==> src/rtl/dsm_pkg.sv <==
package dsm_pkg;
  localparam int unsigned TCODE_W = 6;
  localparam logic [TCODE_W-1:0] TCODE_DBG_STATUS = '0;

  function automatic logic [TCODE_W+4+8-1:0] pack_msg(input logic [3:0] src,
                                                      input logic [7:0] stat);
    return {stat, src, TCODE_DBG_STATUS};
  endfunction
endpackage

==> src/rtl/dsm_edge_det.sv <==
module dsm_edge_det (
  input  logic clk_i,
  input  logic rst_ni,
  input  logic dbg_i,
  input  logic lp_i,
  output logic event_o
);
  logic dbg_q, lp_q;

  always_ff @(posedge clk_i or negedge rst_ni) begin
    if (!rst_ni) begin
      dbg_q <= 1'b0;
      lp_q  <= 1'b0;
    end else begin
      dbg_q <= dbg_i;
      lp_q  <= lp_i;
    end
  end

  // debug entry/exit, low-power entry only
  assign event_o = (dbg_i ^ dbg_q) | (lp_i & ~lp_q);


  lp_exit_quiet_chk: assert property (@(posedge clk_i) disable iff (!rst_ni)
    (lp_q && !lp_i && dbg_i == dbg_q) |-> !event_o);
endmodule

==> src/rtl/dsm_msg_fifo.sv <==
module dsm_msg_fifo #(
  parameter int unsigned WIDTH = 18,
  parameter int unsigned DEPTH = 2
) (
  input  logic             clk_i,
  input  logic             rst_ni,
  input  logic             push_i,
  input  logic [WIDTH-1:0] data_i,
  output logic             accept_o,
  output logic             valid_o,
  output logic [WIDTH-1:0] data_o,
  input  logic             ready_i
);
  localparam int unsigned PTR_W = (DEPTH > 1) ? $clog2(DEPTH) : 1;
  localparam logic [PTR_W:0]   DEPTH_C = DEPTH[PTR_W:0];
  localparam logic [PTR_W-1:0] LAST_C  = PTR_W'(DEPTH - 1);

  logic [WIDTH-1:0] mem_q [DEPTH];
  logic [PTR_W-1:0] rd_q, wr_q;
  logic [PTR_W:0]   cnt_q;
  logic             pop, wr;

  assign valid_o  = (cnt_q != '0);
  assign data_o   = mem_q[rd_q];
  assign pop      = valid_o & ready_i;
  assign accept_o = (cnt_q != DEPTH_C) | pop;
  assign wr       = push_i & accept_o;

  always_ff @(posedge clk_i or negedge rst_ni) begin
    if (!rst_ni) begin
      rd_q  <= '0;
      wr_q  <= '0;
      cnt_q <= '0;
    end else begin
      if (wr)  wr_q <= (wr_q == LAST_C) ? '0 : wr_q + 1'b1;
      if (pop) rd_q <= (rd_q == LAST_C) ? '0 : rd_q + 1'b1;
      cnt_q <= cnt_q + {{PTR_W{1'b0}}, wr} - {{PTR_W{1'b0}}, pop};
    end
  end

  for (genvar g = 0; g < DEPTH; g++) begin : g_slot
    always_ff @(posedge clk_i or negedge rst_ni) begin
      if (!rst_ni)                            mem_q[g] <= '0;
      else if (wr && wr_q == PTR_W'(g))       mem_q[g] <= data_i;
    end
  end


  hold_stall_chk: assert property (@(posedge clk_i) disable iff (!rst_ni)
    (valid_o && !ready_i) |=> (valid_o && $stable(data_o)));

  fill_bound_chk: assert property (@(posedge clk_i) disable iff (!rst_ni)
    cnt_q <= DEPTH_C);
endmodule

==> src/rtl/dbg_status_msg_gen.sv <==
module dbg_status_msg_gen #(
  parameter int unsigned SRC_W  = 4,
  parameter int unsigned STAT_W = 8,
  parameter int unsigned DEPTH  = 2
) (
  input  logic                                   clk_i,
  input  logic                                   rst_ni,
  input  logic                                   trace_en_i,
  input  logic                                   dbg_mode_i,
  input  logic                                   lp_mode_i,
  input  logic [STAT_W-1:0]                      status_i,
  input  logic [SRC_W-1:0]                       src_id_i,
  output logic                                   msg_valid_o,
  output logic [STAT_W+SRC_W+dsm_pkg::TCODE_W-1:0] msg_data_o,
  input  logic                                   msg_ready_i,
  output logic                                   overflow_o
);
  localparam int unsigned MSG_W = STAT_W + SRC_W + dsm_pkg::TCODE_W;

  logic             mode_evt, push, accept;
  logic [MSG_W-1:0] msg_new;
  logic             ovf_q;

  dsm_edge_det u_edge (
    .clk_i   (clk_i),
    .rst_ni  (rst_ni),
    .dbg_i   (dbg_mode_i),
    .lp_i    (lp_mode_i),
    .event_o (mode_evt)
  );

  assign push    = mode_evt & trace_en_i;
  assign msg_new = {status_i, src_id_i, dsm_pkg::TCODE_DBG_STATUS};

  dsm_msg_fifo #(.WIDTH(MSG_W), .DEPTH(DEPTH)) u_fifo (
    .clk_i    (clk_i),
    .rst_ni   (rst_ni),
    .push_i   (push),
    .data_i   (msg_new),
    .accept_o (accept),
    .valid_o  (msg_valid_o),
    .data_o   (msg_data_o),
    .ready_i  (msg_ready_i)
  );

  always_ff @(posedge clk_i or negedge rst_ni) begin
    if (!rst_ni)              ovf_q <= 1'b0;
    else if (push && !accept) ovf_q <= 1'b1;
  end
  assign overflow_o = ovf_q;


  ovf_sticky_chk: assert property (@(posedge clk_i) disable iff (!rst_ni)
    overflow_o |=> overflow_o);

  dis_no_msg_chk: assert property (@(posedge clk_i) disable iff (!rst_ni)
    (!trace_en_i && !msg_valid_o) |=> !msg_valid_o);

  dis_no_ovf_chk: assert property (@(posedge clk_i) disable iff (!rst_ni)
    (!trace_en_i && !overflow_o) |=> !overflow_o);

  tcode_zero_chk: assert property (@(posedge clk_i) disable iff (!rst_ni)
    msg_valid_o |-> (msg_data_o[dsm_pkg::TCODE_W-1:0] == '0));
endmodule

==> config.mk <==
export PLATFORM = sky130hd
export DESIGN_NAME = dbg_status_msg_gen
export DESIGN_NICKNAME = d
export VERILOG_FILES = /design/src/rtl/dsm_pkg.sv /design/src/rtl/dsm_edge_det.sv /design/src/rtl/dsm_msg_fifo.sv /design/src/rtl/dbg_status_msg_gen.sv
export SDC_FILE = /design/constraint.sdc
export NUM_CORES = 1
export LEC_CHECK = 0
export ABC_AREA = 0
export BUFFER_PORTS_ARGS = -buffer_cell sky130_fd_sc_hd__buf_2
export CAP_MARGIN = 20
export CORE_MARGIN = 2
export CORE_UTILIZATION = 51
export DETAILED_ROUTE_END_ITERATION = 7
export MAX_ROUTING_LAYER = met4
export PLACE_DENSITY_LB_ADDON = 0.05
export SYNTH_ARGS = -nofsm -noshare
export SYNTH_HDL_FRONTEND = slang
export SYNTH_SLANG_ARGS = --single-unit
==> constraint.sdc <==
create_clock -name clk_i -period 3.29 [get_ports clk_i]
set_input_delay 0 -clock clk_i [delete_from_list [all_inputs] [get_ports clk_i]]
set_output_delay 0 -clock clk_i [all_outputs]
set_load 0.01 [all_outputs]
* After elaboration in Yosys (flattened, before gate mapping)
Cells that the tools add are included.
** Storage, ports and cells
- Register bits after elaboration :: 31
- Input bits :: 18
- Output and inout port bits :: 20
- Word-level logic and storage cells :: 34
** Operators by class
- Add/sub/neg operators :: 4
- $lt $le $gt $ge :: 1
- Equality and inequality tests :: 1
- Muxes and demuxes :: 5
- Bitwise operators :: 10
- Reduce and logical (&&, ||, !) cells :: 5
** Operators by type and width (count)
- two-way mux 18 bit :: 3
- AND 1 bit :: 4
- logical AND 1 bit :: 3
- adder 1 bit, second input constant :: 2
- adder 2 x 1 -> 2 bit :: 1
- greater-or-equal comparator 2 bit, second input constant :: 1
- two-way mux 1 bit :: 2
- != test 2 bit, second input constant :: 1
- NOT 1 bit :: 2
- NOT 1 -> 2 bit :: 1
- bitwise OR 1 bit :: 2
- nonzero test 2 bit :: 1
- subtractor 2 x 1 -> 2 bit :: 1
- logical NOT 1 bit :: 1
- XOR 1 bit :: 1

* Depth between registers and ports, before layout
- Depth in word-level cells :: 7
- Depth in mapped cells :: 5
- Mapped depth without buffers :: 5

* Cells and area by module
From an unflattened synthesis, not the netlist that was laid out.
** Unflattened totals
- Cell total of the unflattened synthesis :: 128
- Area, all modules :: 1986.9 µm²
** Modules (own cells, without submodules)
- dsm_msg_fifo :: times used 1, cells an instance 118, area an instance 1870.5 µm², sequential area each 1001.0 µm²
- dsm_edge_det :: times used 1, cells an instance 5, area an instance 67.6 µm², sequential area each 50.0 µm²
- dbg_status_msg_gen :: times used 1, cells an instance 5, area an instance 48.8 µm², sequential area each 25.0 µm²

* Worst setup path before layout
OpenSTA, ideal clock, no wires.
- Path type :: reg2reg
- From :: register u_fifo.cnt_q[0]
- To :: register u_fifo.mem_q[10] in the netlist's numbering
- Setup time :: 0.125 ns
- Data arrival time :: 1.530 ns
- Setup slack :: 1.635 ns
- Stages on the path, launching flop included :: 6
- Clock period less this slack :: 1.655 ns
- Cell sequence :: dfrtp_1 or3b_1 o211ai_2 or2_4 buf_12 mux2_4
** Between the ends
- Cells in the longest elaborated chain, start to end :: 5
- Elaborated cells on any way between the ends :: 6
** RTL lines
- start: declaration :: line dsm_msg_fifo.sv:20 : logic [PTR_W:0] cnt_q;
- start signal: assignment :: line dsm_msg_fifo.sv:37 : cnt_q <= cnt_q + {{PTR_W{1'b0}}, wr} - {{PTR_W{1'b0}}, pop};
- nonzero test 2 bit :: line dsm_msg_fifo.sv:23 : assign valid_o = (cnt_q != '0);
- AND 1 bit :: line dsm_msg_fifo.sv:25 : assign pop = valid_o & ready_i;
- bitwise OR 1 bit * :: line dsm_msg_fifo.sv:26 : assign accept_o = (cnt_q != DEPTH_C) | pop;
- AND 1 bit * :: line dsm_msg_fifo.sv:27 : assign wr = push_i & accept_o;
- logical AND 1 bit * :: line dsm_msg_fifo.sv:44 : else if (wr && wr_q == PTR_W'(g)) mem_q[g] <= data_i;
- end signal: indexed assignment :: line dsm_msg_fifo.sv:44
- end: declaration :: line dsm_msg_fifo.sv:18 : logic [WIDTH-1:0] mem_q [DEPTH];
Mark *: on every way between the ends. The rest lies on a longest branch, timed or not.
A chain may end at the register's enable or synchronous reset.

* Final worst setup path
- From :: register u_fifo.cnt_q[0]
- To :: register u_fifo.mem_q[7] in the netlist's numbering
The elaborated chain is that of the path after synthesis.

==> impl_metrics.yaml <==
sta:
  finalSetupTns_ns: 0
  fmax_ghz: 0.553
  finClkSkew_ns: 0.00361
  period_minus_slack_ns: 1.81
  setup_viol: 0
  maxSlewViolCount: 0
  worst_slew_pin_slew_ns: 0.695
  post-route-period-util: 0.549
  rsz0062_at_grt: "no"
  slew_headroom: 0.537
  hold_viol_final: 0
  final.setup.worst_slack_ns: 1.48
clocking:
  cts_tree: "done"
  root_buffer: "clkbuf_4"
  postCtsSetupRepairBufs: 0
  clock_sinks: 31
  ctsHtreeMaxLevel: 2
  ctsLongestPathBuffers: 2
  clk-insertion-delay-late_ns: 0.32
  postCtsHoldBufs: 16
  path_clk_slew_ns: 0.09
  cts_resized: 0
  cts_made_buffers: 5
worst_setup_path:
  critical_path.cell_chain: "or3b_1, o211ai_2, or2_4, mux2_2"
  reg2regPathDepth: 4
  max_stage_delay_ns: 0.42
  slowest_stage: "or3b_1"
  cp-start-kind: "flip-flop"
  criticalPathCategory: "reg -> reg"
  rr_startpoint: "u_fifo.cnt_q[0]"
  setup.worst_path.end_class: "flip-flop"
  cp.required_ns: 3.50
  cp_data_arrival_time_ns: 2.02
  r2r-end: "u_fifo.mem_q[7]"
  r2r_slack_ns: 1.48
  crit_path_end: "u_fifo.mem_q[7]"
  worstPathMaxFanout: 12
  startpoint: "u_fifo.cnt_q[0]"
global_routing:
  grt-ovfl-total: 0
  gr-usage-all-layers: 0.195
  antenna_found_initial: 0
  grt_pass1_vias: 1006
  grt_max_degree: 32
  grt_pass1_wl_mm: 4.62
finish:
  fin_area_um2: 1820
  post-route-util: 0.664
  layout-drive-gt1-share: 0.537
  nets: 165
  final_cells: 178
  register_area_um2: 776
  final.fill_count: 224
  area_growth_pct: 24.9
  antennaDiodeCount: 0
  multi_input_area_um2: 609
place:
  gp_congestion: 0.720
  io_buffer_count: 31
  preCtsSetupSlack_ns: 1.50
  dpl.cell_count: 154
  dpl.hpwl_mm: 1.74
  placedInstanceArea_um2: 1590
route:
  vias: 892
  drtPass1Iterations: 4
  wire_per_inst_um: 14.7
  initialDrtViolationCount: 9
  via_per_inst: 5.01
  remaining_drc_errors: 0
  ant_nets: 0
  totalWireLength_mm: 2.62
synthesis:
  syn_avg_cell_area_um2: 15.1
  syn-instance-count: 96
  netlist_area_um2: 1450
  synth_seq_area_share: 0.534
  yosys_warnings: 0
  ys_types: 22
  yosys_register_bits: 31
worst_hold_path:
  worstHoldPathType: "in -> reg"
floorplan:
  die_x_um: 57.4
  coreArea_um2: 2730
  initial_core_util: 0.532
  fp.dieArea_um2: 3290
  io_pins: 38
  rows: 19
  die_h_um: 57.4
power:
  cellLeakagePower_nw: 0.868
  ir_worst_vdd_mv: 0.631
  p_per_area_nw_per_um2: 909
run_status:
  run_status: "completed"
flow_run:
  max_cap_violations: 0
[synth_stat cells]
| cell | count | area share |
|---|---|---|
| ha_1 | 1 | 0.0086 |
| o21bai_1 | 1 | 0.0052 |
| or2_4 | 1 | 0.0060 |
| xnor2_1 | 3 | 0.018 |
| dfrtp_1 | 31 | 0.53 |
| nor2_4 | 1 | 0.0077 |
| mux2_4 | 10 | 0.10 |
| or2_2 | 1 | 0.0043 |
| inv_1 | 2 | 0.0052 |
| nor2_1 | 1 | 0.0026 |
| conb_1 | 1 | 0.0026 |
| buf_6 | 1 | 0.0077 |
| xor2_1 | 3 | 0.018 |
| buf_1 | 1 | 0.0026 |
| and2b_2 | 1 | 0.0060 |
| o21ai_0 | 1 | 0.0034 |
| and2_1 | 1 | 0.0043 |
| mux2_2 | 26 | 0.20 |
| or3b_1 | 1 | 0.0060 |
| buf_4 | 6 | 0.031 |
| o211ai_2 | 1 | 0.0086 |
| buf_12 | 1 | 0.014 |
[cells by family after synthesis]
family	synth area share
xor gates and xnor gates	0.0362
muxes	0.305
AOI/OAI and AO/OA	0.0172
other	0.00258
buffers and inverters	0.0602
DFF	0.534
adders and majority gates	0.00860
and+or+nand+nor	0.0370
[registers in the layout (all words and copies together) (netlist names)]
name	cells
u_fifo.rd_q	1
u_edge.lp_q	1
u_fifo.cnt_q	2
overflow_o	1
u_fifo.mem_q	24
u_fifo.wr_q	1
u_edge.dbg_q	1
[per-layer routing]
| layer | up-vias | share of wire | track usage |
|---|---|---|---|
| met3 | 5 | 0.050 | 0.0680 |
| met2 | 28 | 0.51 | 0.320 |
| met5 | - | 0 | - |
| met4 | 0 | 0.014 | 0.0598 |
| li1 | 416 | - | - |
| met1 | 443 | 0.43 | 0.224 |
[metrics by stage]
stage | hold slack [ns] | total power, mW
detailed placement | 0.0821 | 1.40
CTS | 0.0171 | 1.67
floorplan | -0.296 | 1.20
global route | 0.0393 | 1.77
global placement | 0.0696 | 1.37
finish | 0.0212 | 1.65
[worst max-delay path, delay by kind of cell, from the launching register on]
family          cells  cell delay (ns)
compound gates      1             0.17
flops               1             0.39
mux                 1             0.37
simple gates        2             0.77
[worst min path at each step]
| stage | from | endpoint | slack, ns | cells after the start |
|---|---|---|---|---|
| 2_1_floorplan | rst_ni | overflow_o | -0.30 | 0 |
| 3_3_place_gp | rst_ni | u_fifo.mem_q[35] | 0.07 | 1 |
| 3_5_place_dp | rst_ni | u_fifo.mem_q[35] | 0.08 | 1 |
| 4_1_cts | msg_ready_i | overflow_o | 0.02 | 3 |
| 5_1_grt | msg_ready_i | overflow_o | 0.04 | 3 |
| 6_report | msg_ready_i | overflow_o | 0.02 | 3 |
[cells in the final DEF, fill, tap and decap left out, drive strengths merged]
master / instances
ha: 1
o21ai: 1
mux2: 36
or3b: 1
inv: 2
xor2: 3
or2: 2
xnor2: 3
and2: 1
buf: 31
and2b: 1
conb: 6
clkbuf: 8
dfrtp: 31
o21bai: 1
dlygate4sd3: 16
o211ai: 1
nor2: 2
[report_power, final]
part	switching (mW)	internal (mW)	leakage, nW
logic	0.272	0.437	0.466
registers	0.128	0.565	0.364
clock network	0.122	0.126	0.0386
total	0.523	1.13	0.868
[final cells by class]
cell class | instances | area share
flip-flops and latches | 31 | 0.427
multi-input cells | 59 | 0.336
repair buffers | 47 | 0.174
clock buffers | 8 | 0.0379
well taps | 31 | 0.0214
inverters | 2 | 0.00414
No activity file was read; power rests on OpenSTA's default activity.
